--- src/rtl/serial_acc_adder.sv ---
module serial_acc_adder #(
  parameter int N = 4
) (
  input  logic         clk,
  input  logic         rst_n,
  input  logic         load,
  input  logic [N-1:0] x_in,
  input  logic [N-1:0] y_in,
  input  logic         start,
  output logic         busy,
  output logic [N-1:0] sum,
  output logic         carry_out
);

  localparam int SW = $clog2(N);

  logic [N-1:0]  acc;
  logic [N-1:0]  addend;
  logic          cy;
  logic [SW-1:0] step;

  logic idle, do_load, shift, fa_s, fa_c;

  assign idle    = (step == '0);
  assign do_load = idle & load;
  assign shift   = ~idle | (start & ~load);

  assign fa_s = acc[0] ^ addend[0] ^ cy;
  assign fa_c = (acc[0] & addend[0]) | (cy & (acc[0] ^ addend[0]));

  always_ff @(negedge clk or negedge rst_n) begin
    if (!rst_n) begin
      acc    <= '0;
      addend <= '0;
      cy     <= 1'b0;
    end else if (do_load) begin
      acc    <= x_in;
      addend <= y_in;
      cy     <= 1'b0;
    end else if (shift) begin
      acc    <= {fa_s, acc[N-1:1]};
      addend <= {addend[0], addend[N-1:1]};
      cy     <= fa_c;
    end
  end

  always_ff @(negedge clk or negedge rst_n) begin
    if (!rst_n)     step <= '0;
    else if (shift) step <= step + 1'b1;
  end

  assign busy      = ~idle;
  assign sum       = acc;
  assign carry_out = cy;


  load_capture_chk: assert property (@(negedge clk) disable iff (!rst_n)
    (load && !busy) |=> (sum == $past(x_in)) && !carry_out);


  run_begin_chk: assert property (@(negedge clk) disable iff (!rst_n)
    (start && !load && !busy) |=> busy);


  run_end_chk: assert property (@(negedge clk) disable iff (!rst_n)
    (step == SW'(N-1)) |=> !busy);


  idle_hold_chk: assert property (@(negedge clk) disable iff (!rst_n)
    (!busy && !load && !start) |=> $stable(sum) && $stable(carry_out) && !busy);

endmodule

--- config.mk ---
export PLATFORM = sky130hd
export DESIGN_NAME = serial_acc_adder
export DESIGN_NICKNAME = d
export VERILOG_FILES = /design/src/rtl/serial_acc_adder.sv
export SDC_FILE = /design/constraint.sdc
export NUM_CORES = 1
export LEC_CHECK = 0
export CAP_MARGIN = 20
export CORE_UTILIZATION = 38
export DETAILED_ROUTE_END_ITERATION = 12
export GPL_TIMING_DRIVEN = 0
export PLACE_DENSITY_LB_ADDON = 0.05
export SLEW_MARGIN = 20
export SYNTH_ARGS = -nofsm -noshare
export SYNTH_HDL_FRONTEND = slang
export SYNTH_SLANG_ARGS = --single-unit
export TNS_END_PERCENT = 20
--- constraint.sdc ---
create_clock -name clk -period 1.45 [get_ports clk]
set_clock_uncertainty 0.1 [all_clocks]
set_input_delay 0.145 -clock clk [delete_from_list [all_inputs] [get_ports clk]]
set_output_delay 0.145 -clock clk [all_outputs]
set_load 0.01 [all_outputs]
==> out/qor.yml, run 1 <==
routed_via_density: 5.118
synthArstFlopShare_pct: 100.0
drv_cap: 0
end_kind: "primary output"
muxShareOfSynthArea_pct: 2.824
initial_core_util_pct: 40.87
maxSlewHeadroom_pct: 66.38
coreArea_um2: 1301
slowest_stage: "dfrtn_1"
firstDrtPassIters: 2
outcome: "finished, violations left"
area_growth_pct: 58.35
setup-violations-final: 17
syn_nets: 60
clk_latency_ps: 280
clkSinkCount: 11
yosysMostFrequentCell: "dfrtn_1"
ant_nets: 0
syn_inst: 46
cts_max_level: 1
grt_max_degree: 12
wl_mm: 1.258
yosysTopAreaCellShare_pct: 51.76
synth_area_per_cell_um2: 11.56
drv_slew: 0
cpMostUsedCell: "inv_2"
failed_checks: "negative setup slack"
cpPeakStageDelay_ps: 420
drt_iter0_markers: 1
stdcell_count: 93
cpLargestDelayFamily: "flip-flops"
power.leakage_nw: 0.3766
seq_area_frac_synth_pct: 51.76
synth.area.top_cells: "dfrtn_1 (52%), a2bb2oi_1 (12%), o22ai_1 (8.2%)"
cts_buffers: 3
synth_top_family_by_area: "compound AO/OA/AOI/OAI gates"
synth_top_area_cell: "dfrtn_1"
synth_edf_count: 0
path_clk_slew_ps: 50
layout.nets: 93
num_antenna_cells: 0
rsz0062_at_grt: "true"
crit_required_ps: 1210
cp.buffers_inverters: 3
cp_max_fo: 2
fill_cells: 120
io_buffers: 17
place_congestion: 0.6190
synth_compound_area_share_pct: 26.12
clockBufferDepth: 2
first_global_vias: 455
drc_errors: 0
worst_slew_pin_slew_ps: 502.7
synth_warnings: 0
p_per_area_nw_per_um2: 2102
crit_chain: "inv_2, ha_4, inv_2, buf_6"
dieHeight_um: 39.41
syn-cell-area_um2: 531.8
drive_gt1_share_pct: 39.74
cts_hold_buf: 0
timing.final.hold_violations: 0
critical_path.startpoint_type: "register"
synthTopCellsByCount: "dfrtn_1 (11), a2bb2oi_1 (7), o22ai_1 (7)"
synth_cell_type_count: 17
boundaryPins: 18
utilization_pct: 64.71
grtUsageTotal_pct: 18.99
cts_tree: "done"
critPathKind: "reg2out"
dp.cells: 78
grt-ovfl-total: 0
synth-seq-cells: 11
rows: 13
postLayoutSetupSlackWorst_ps: -579.4
hpwl_um: 795.9
cts-root-buf: "clkbuf_4"
vdd_drop_max_mv: 1.107
synthAdderAreaFrac_pct: 6.118
antenna_found_initial: 0
vias: 476
yosys.area_share.xor_xnor_pct: 1.647
wl_per_cell_um: 13.53
grt_pass1_wl_mm: 1.849
hold_path.class: "reg2reg"
arrival_ps: 1780
dieArea_um2: 1553
ys.flop_type: "dfrtn_1"
synthSimpleGateAreaFrac_pct: 4.941
dieWidth_um: 39.41
[per-layer routing]
layer / vias to the layer above / track usage (%) / share of wire, %
met5: - / 0 / 0
met4: 0 / 5.172 / 0.48
met3: 2 / 8.523 / 5.6
met2: 12 / 33.20 / 51
met1: 227 / 20.29 / 43
li1: 235 / - / -
[cells in the final DEF, fill, tap and decap left out, types with 2 or more instances in the layout]
cell type	n
a2bb2oi_1	7
buf_2	5
buf_4	12
clkbuf_1	2
clkbuf_4	3
clkdlybuf4s15_2	2
clkdlybuf4s50_1	9
dfrtn_1	11
inv_1	3
inv_2	3
nand2_1	2
o221ai_1	2
o22ai_1	6
[sequential cells by signal, summed over array words and instances, names as in the netlist]
name       count
addend         4
sum            4
carry_out      1
step           2
[final cells by class]
type | instances | area, um^2 | area share [%]
clock buffers | 4 | 26.28 | 3.120
inverters | 7 | 38.79 | 4.606
plain buffers | 2 | 11.26 | 1.337
flip-flops and latches | 11 | 275.3 | 32.69
well taps | 15 | 18.77 | 2.229
multi-input cells | 26 | 240.2 | 28.53
repair buffers | 28 | 231.5 | 27.49
[path summary, 6_finish.rpt]
kind / startpoint / endpoint / slack [ps] / depth (start not counted)
worst min register to register: addend[3] / addend[2] / 400 / 1
worst max register to register: step[0] / sum[2] / -50 / 8
max in group asynchronous: rst_n / addend[2] / 160 / 1
worst max-delay path: step[0] / busy / -580 / 4
worst min-delay path: addend[3] / addend[2] / 400 / 1
min in group asynchronous: rst_n / sum[3] / 710 / 1
[power breakdown]
group | leakage [nW] | internal (mW) | switching (mW)
Combinational | 0.239 | 0.579 | 0.414
Sequential | 0.123 | 0.478 | 0.0907
Clock | 0.0150 | 0.106 | 0.102
[logic make-up after synthesis]
kind of cell	count (synthesis)
compound gates	17
flops	11
buf+inv	9
simple gates	5
fa+ha+maj	2
xor+xnor	1
mux	1
[what timing repair did]
item	in CTS	in global routing
pin swaps	1	0
endpoints found under the setup margin	17	17
resized for setup	32	4
buffers inserted	9	2
endpoints found under the hold margin	0	0
[metrics by stage]
| step | setup TNS, ps | power (mW) | hold slack, ps | cell area, um^2 | worst slack, ps |
|---|---|---|---|---|---|
| after floorplan | -2280 | 1.071 | 299.4 | 546.8 | -250.2 |
| after global placement | -15260 | 1.366 | 325.7 | 735.7 | -1058 |
| after detailed placement | -15340 | 1.376 | 338.9 | 735.7 | -1057 |
| after CTS | -4941 | 1.687 | 390.9 | 810.8 | -574.1 |
| after global routing | -5664 | 1.898 | 421.3 | 842.1 | -618.6 |
| final | -4939 | 1.770 | 397.9 | 842.1 | -579.4 |
Power figures use the tool's default switching activity.
==> run 2: changes to the inputs <==
- CAP_MARGIN: 20 -> default
- SKIP_LAST_GASP: default -> 1
==> out/qor.yml, run 2 (synthesized netlist as in run 1, its figures left out) <==
place_congestion: 0.6190
critPathKind: "reg2out"
first_global_vias: 453
regArea_um2: 275.3
path_clk_slew_ps: 50
outcome: "finished, violations left"
drt_iter0_markers: 2
final_cell_mix: "dfrtn_1 (11), buf_4 (11), clkdlybuf4s50_1 (9)"
placed_cell_area_um2: 735.7
failed_checks: "negative setup slack"
crit_required_ps: 1210
postLayoutSetupSlackWorst_ps: -578.5
dieArea_um2: 1553
clkSinkCount: 11
reg2reg_depth: 8
antenna_found_initial: 0
multi_input_area_um2: 234.0
firstDrtPassIters: 3
end_kind: "primary output"
worst_slew_pin_slew_ps: 500.8
p_per_area_nw_per_um2: 2121
worstHoldPathCells: 1
crit_start: "step[0]"
initial_core_util_pct: 40.87
num_antenna_cells: 0
cts-root-buf: "clkbuf_4"
stdcell_area_um2: 832.0
ant_nets: 0
rows: 13
grtUsageTotal_pct: 18.87
fill_cells: 121
area_growth_pct: 56.47
r2r_slack_ps: -50
grt_max_degree: 12
drv_slew: 0
drc_errors: 0
routed_via_density: 5.129
dieWidth_um: 39.41
finalHoldWorstSlack_ps: 387.6
cp_max_fo: 2
critical_path.startpoint_type: "register"
grt_pass1_wl_mm: 1.835
hold_path.class: "reg2reg"
timing.final.hold_violations: 0
hpwl_um: 795.9
coreArea_um2: 1301
maxSlewHeadroom_pct: 66.51
grt-ovfl-total: 0
utilization_pct: 63.94
dieHeight_um: 39.41
rsz0062_at_grt: "true"
power.total_mw: 1.765
r2r_end: "sum[2]"
setup_tns_ps: -6311
wl_mm: 1.247
vias: 477
setup-violations-final: 17
crit_end: "busy"
layout.nets: 93
r2r-start: "step[0]"
clk_latency_ps: 280
vdd_drop_max_mv: 1.101
wl_per_cell_um: 13.41
arrival_ps: 1780
clockBufferDepth: 2
boundaryPins: 18
power.leakage_nw: 0.3755
drive_gt1_share_pct: 34.62
cts_buffers: 3
io_buffers: 17
cts_max_level: 1
drv_cap: 0
cts_tree: "done"
==> run 2: cell types whose count changed in the layout (fill, tap and decap cells not counted), sizes merged <==
cell | previous run | this run
buf | 18 | 17
dlygate4sd2 | 0 | 3
clkdlybuf4s15 | 2 | 0
==> run 2: through the flow <==
stage | setup slack [ps] | std cells
6_report | -578.5 | 93
5_1_grt | -621.4 | 93
4_1_cts | -574.1 | 91
3_5_place_dp | -1057 | 78
3_3_place_gp | -1058 | 78
2_1_floorplan | -250.2 | 46
==> run 2: worst min-delay path by stage <==
stage	from	to	slack [ps]
global placement	step[0]	step[0]	330
floorplan	step[0]	step[0]	300
CTS	addend[1]	addend[0]	390
detailed placement	step[0]	step[0]	340
global route	addend[1]	addend[0]	420
finish	addend[1]	addend[0]	390
==> run 2: area by class of cell <==
cell class	instances	area share, %
Clock buffer	4	3.158
Buffer	2	1.053
Tap cell	15	2.256
Sequential cell	11	33.08
Timing Repair Buffer	28	27.67
Multi-Input combinational cell	26	28.12
Inverter	7	4.662
==> run 2: repair_timing <==
item                                   4_1_cts  5_1_grt
gates cloned                                 0        0
setup endpoints to repair                   17       17
endpoints found under the hold margin        0        0
resized for setup                           18        9
pin swaps                                    1        0
hold buffers                                 0        0
setup buffers                                9        2
==> run 2: worst max-delay path, stage by stage, from the launching register on <==
cell and delay [ps]:
dfrtn_1 420, inv_2 50, ha_4 150, inv_2 60, buf_6 100
==> run 2: power breakdown <==
| group | switching, mW | internal, mW |
|---|---|---|
| Combinational | 0.412 | 0.578 |
| Sequential | 0.0884 | 0.478 |
| Clock | 0.102 | 0.106 |
==> run 2: layer usage <==
metal | up-vias | track usage, % | routed length [um]
li1 | 235 | - | -
met1 | 228 | 19.93 | 530
met2 | 12 | 33.20 | 641
met3 | 2 | 8.523 | 68
met4 | 0 | 5.172 | 6
met5 | - | 0 | 0
==> run 3: changes to the inputs <==
- SETUP_SLACK_MARGIN: default -> 0.15
==> out/qor.yml, run 3 (synthesized netlist as in run 1, its figures left out) <==
wl_per_cell_um: 13.54
pre_cts_ws_ps: -1047
crit_chain: "inv_2, ha_4, inv_4, buf_6"
grt-ovfl-total: 0
power.total_mw: 1.874
layout.nets: 92
cts-root-buf: "clkbuf_4"
ant_nets: 0
internal_power_mw: 1.219
wl_mm: 1.246
antenna_found_initial: 0
failed_checks: "negative setup slack"
cts_tree: "done"
rsz0062_at_grt: "true"
dieArea_um2: 1553
coreArea_um2: 1301
stdcell_count: 92
multi_input_area_um2: 296.5
crit_required_ps: 1210
cts_max_level: 1
path_clk_slew_ps: 50
outcome: "finished, violations left"
cts_buffers: 3
utilization_pct: 72.21
finalHoldWorstSlack_ps: 381.5
final_cell_mix: "dfrtn_1 (11), clkdlybuf4s50_1 (6), buf_4 (6)"
clock_power_share_pct: 11.2
clk_latency_ps: 280
first_global_vias: 397
end_kind: "primary output"
power.switching_uw: 654.5
cp_max_fo: 2
cpPeakStageDelay_ps: 420
hold_path.class: "reg2reg"
setup-violations-final: 16
grt_max_degree: 12
grtUsageTotal_pct: 18.25
drv_slew: 0
cp.buffers_inverters: 3
clockBufferDepth: 2
cpLargestDelayFamily: "flip-flops"
p_comb_share_pct: 58.0
drive_gt1_share_pct: 46.75
drc_errors: 0
dp.cells: 78
routed_via_density: 5.261
grt_pass1_wl_mm: 1.752
timing.final.hold_violations: 0
initial_core_util_pct: 40.87
cts_hold_buf: 0
rows: 13
maxSlewHeadroom_pct: 67.55
seqPwrFrac_pct: 30.8
worst_slew_pin_slew_ps: 485.2
p_sw_share_pct: 34.93
postLayoutSetupSlackWorst_ps: -566.7
area_growth_pct: 76.71
vdd_drop_max_mv: 1.217
firstDrtPassIters: 2
dieWidth_um: 39.41
io_buffers: 17
slowest_stage: "dfrtn_1"
critPathKind: "reg2out"
dieHeight_um: 39.41
drv_cap: 0
fill_cells: 89
drt_iter0_markers: 2
regArea_um2: 275.3
vias: 484
num_antenna_cells: 0
clkSinkCount: 11
boundaryPins: 18
power.leakage_nw: 0.4270
critical_path.startpoint_type: "register"
arrival_ps: 1770
final_common_cell: "dfrtn_1"
p_per_area_nw_per_um2: 1994
place_congestion: 0.7094
==> run 3: cell type report <==
cell class | instances | area share [%]
Inverter | 7 | 4.394
Multi-Input combinational cell | 26 | 31.56
Sequential cell | 11 | 29.29
Tap cell | 15 | 1.997
Timing Repair Buffer | 27 | 27.83
Buffer | 2 | 2.130
Clock buffer | 4 | 2.796
==> run 3: metrics by stage <==
step,setup TNS [ps],area (um^2)
finish,-3116,939.7
global route,-3575,939.7
CTS,-7817,799.5
detailed placement,-14970,742.0
global placement,-14850,742.0
floorplan,-2148,553.0
==> run 3: power by group through the flow <==
stage	clock network [mW]	logic, mW	registers [mW]
after floorplan	0	0.474	0.599
after global placement	0	0.803	0.581
after detailed placement	0	0.809	0.584
after CTS	0.217	0.913	0.554
after global routing	0.229	1.19	0.594
final	0.209	1.09	0.578
==> run 3: final timing paths <==
| check | startpoint | to | slack (ps) | depth (start not counted) |
|---|---|---|---|---|
| min in group asynchronous | rst_n | carry_out | 700 | 1 |
| worst max register to register | sum[0] | sum[3] | -60 | 4 |
| max in group asynchronous | rst_n | addend[2] | 180 | 1 |
| worst max-delay path | step[1] | busy | -570 | 4 |
| worst min register to register | step[1] | step[1] | 380 | 1 |
| worst min-delay path | step[1] | step[1] | 380 | 1 |
==> run 3: timing repair <==
action,CTS,global route
resized for setup,23,35
pin swaps,1,8
setup endpoints to repair,28,28
gates cloned,0,1
setup buffers,7,2
==> run 3: per-layer routing <==
metal  wire length, um  up-vias  GRT usage, %
met1               562      235         21.30
li1                  -      234             -
met5                 0        -             0
met3                60        4         10.23
met4                19        0         7.759
met2               604       11         27.05
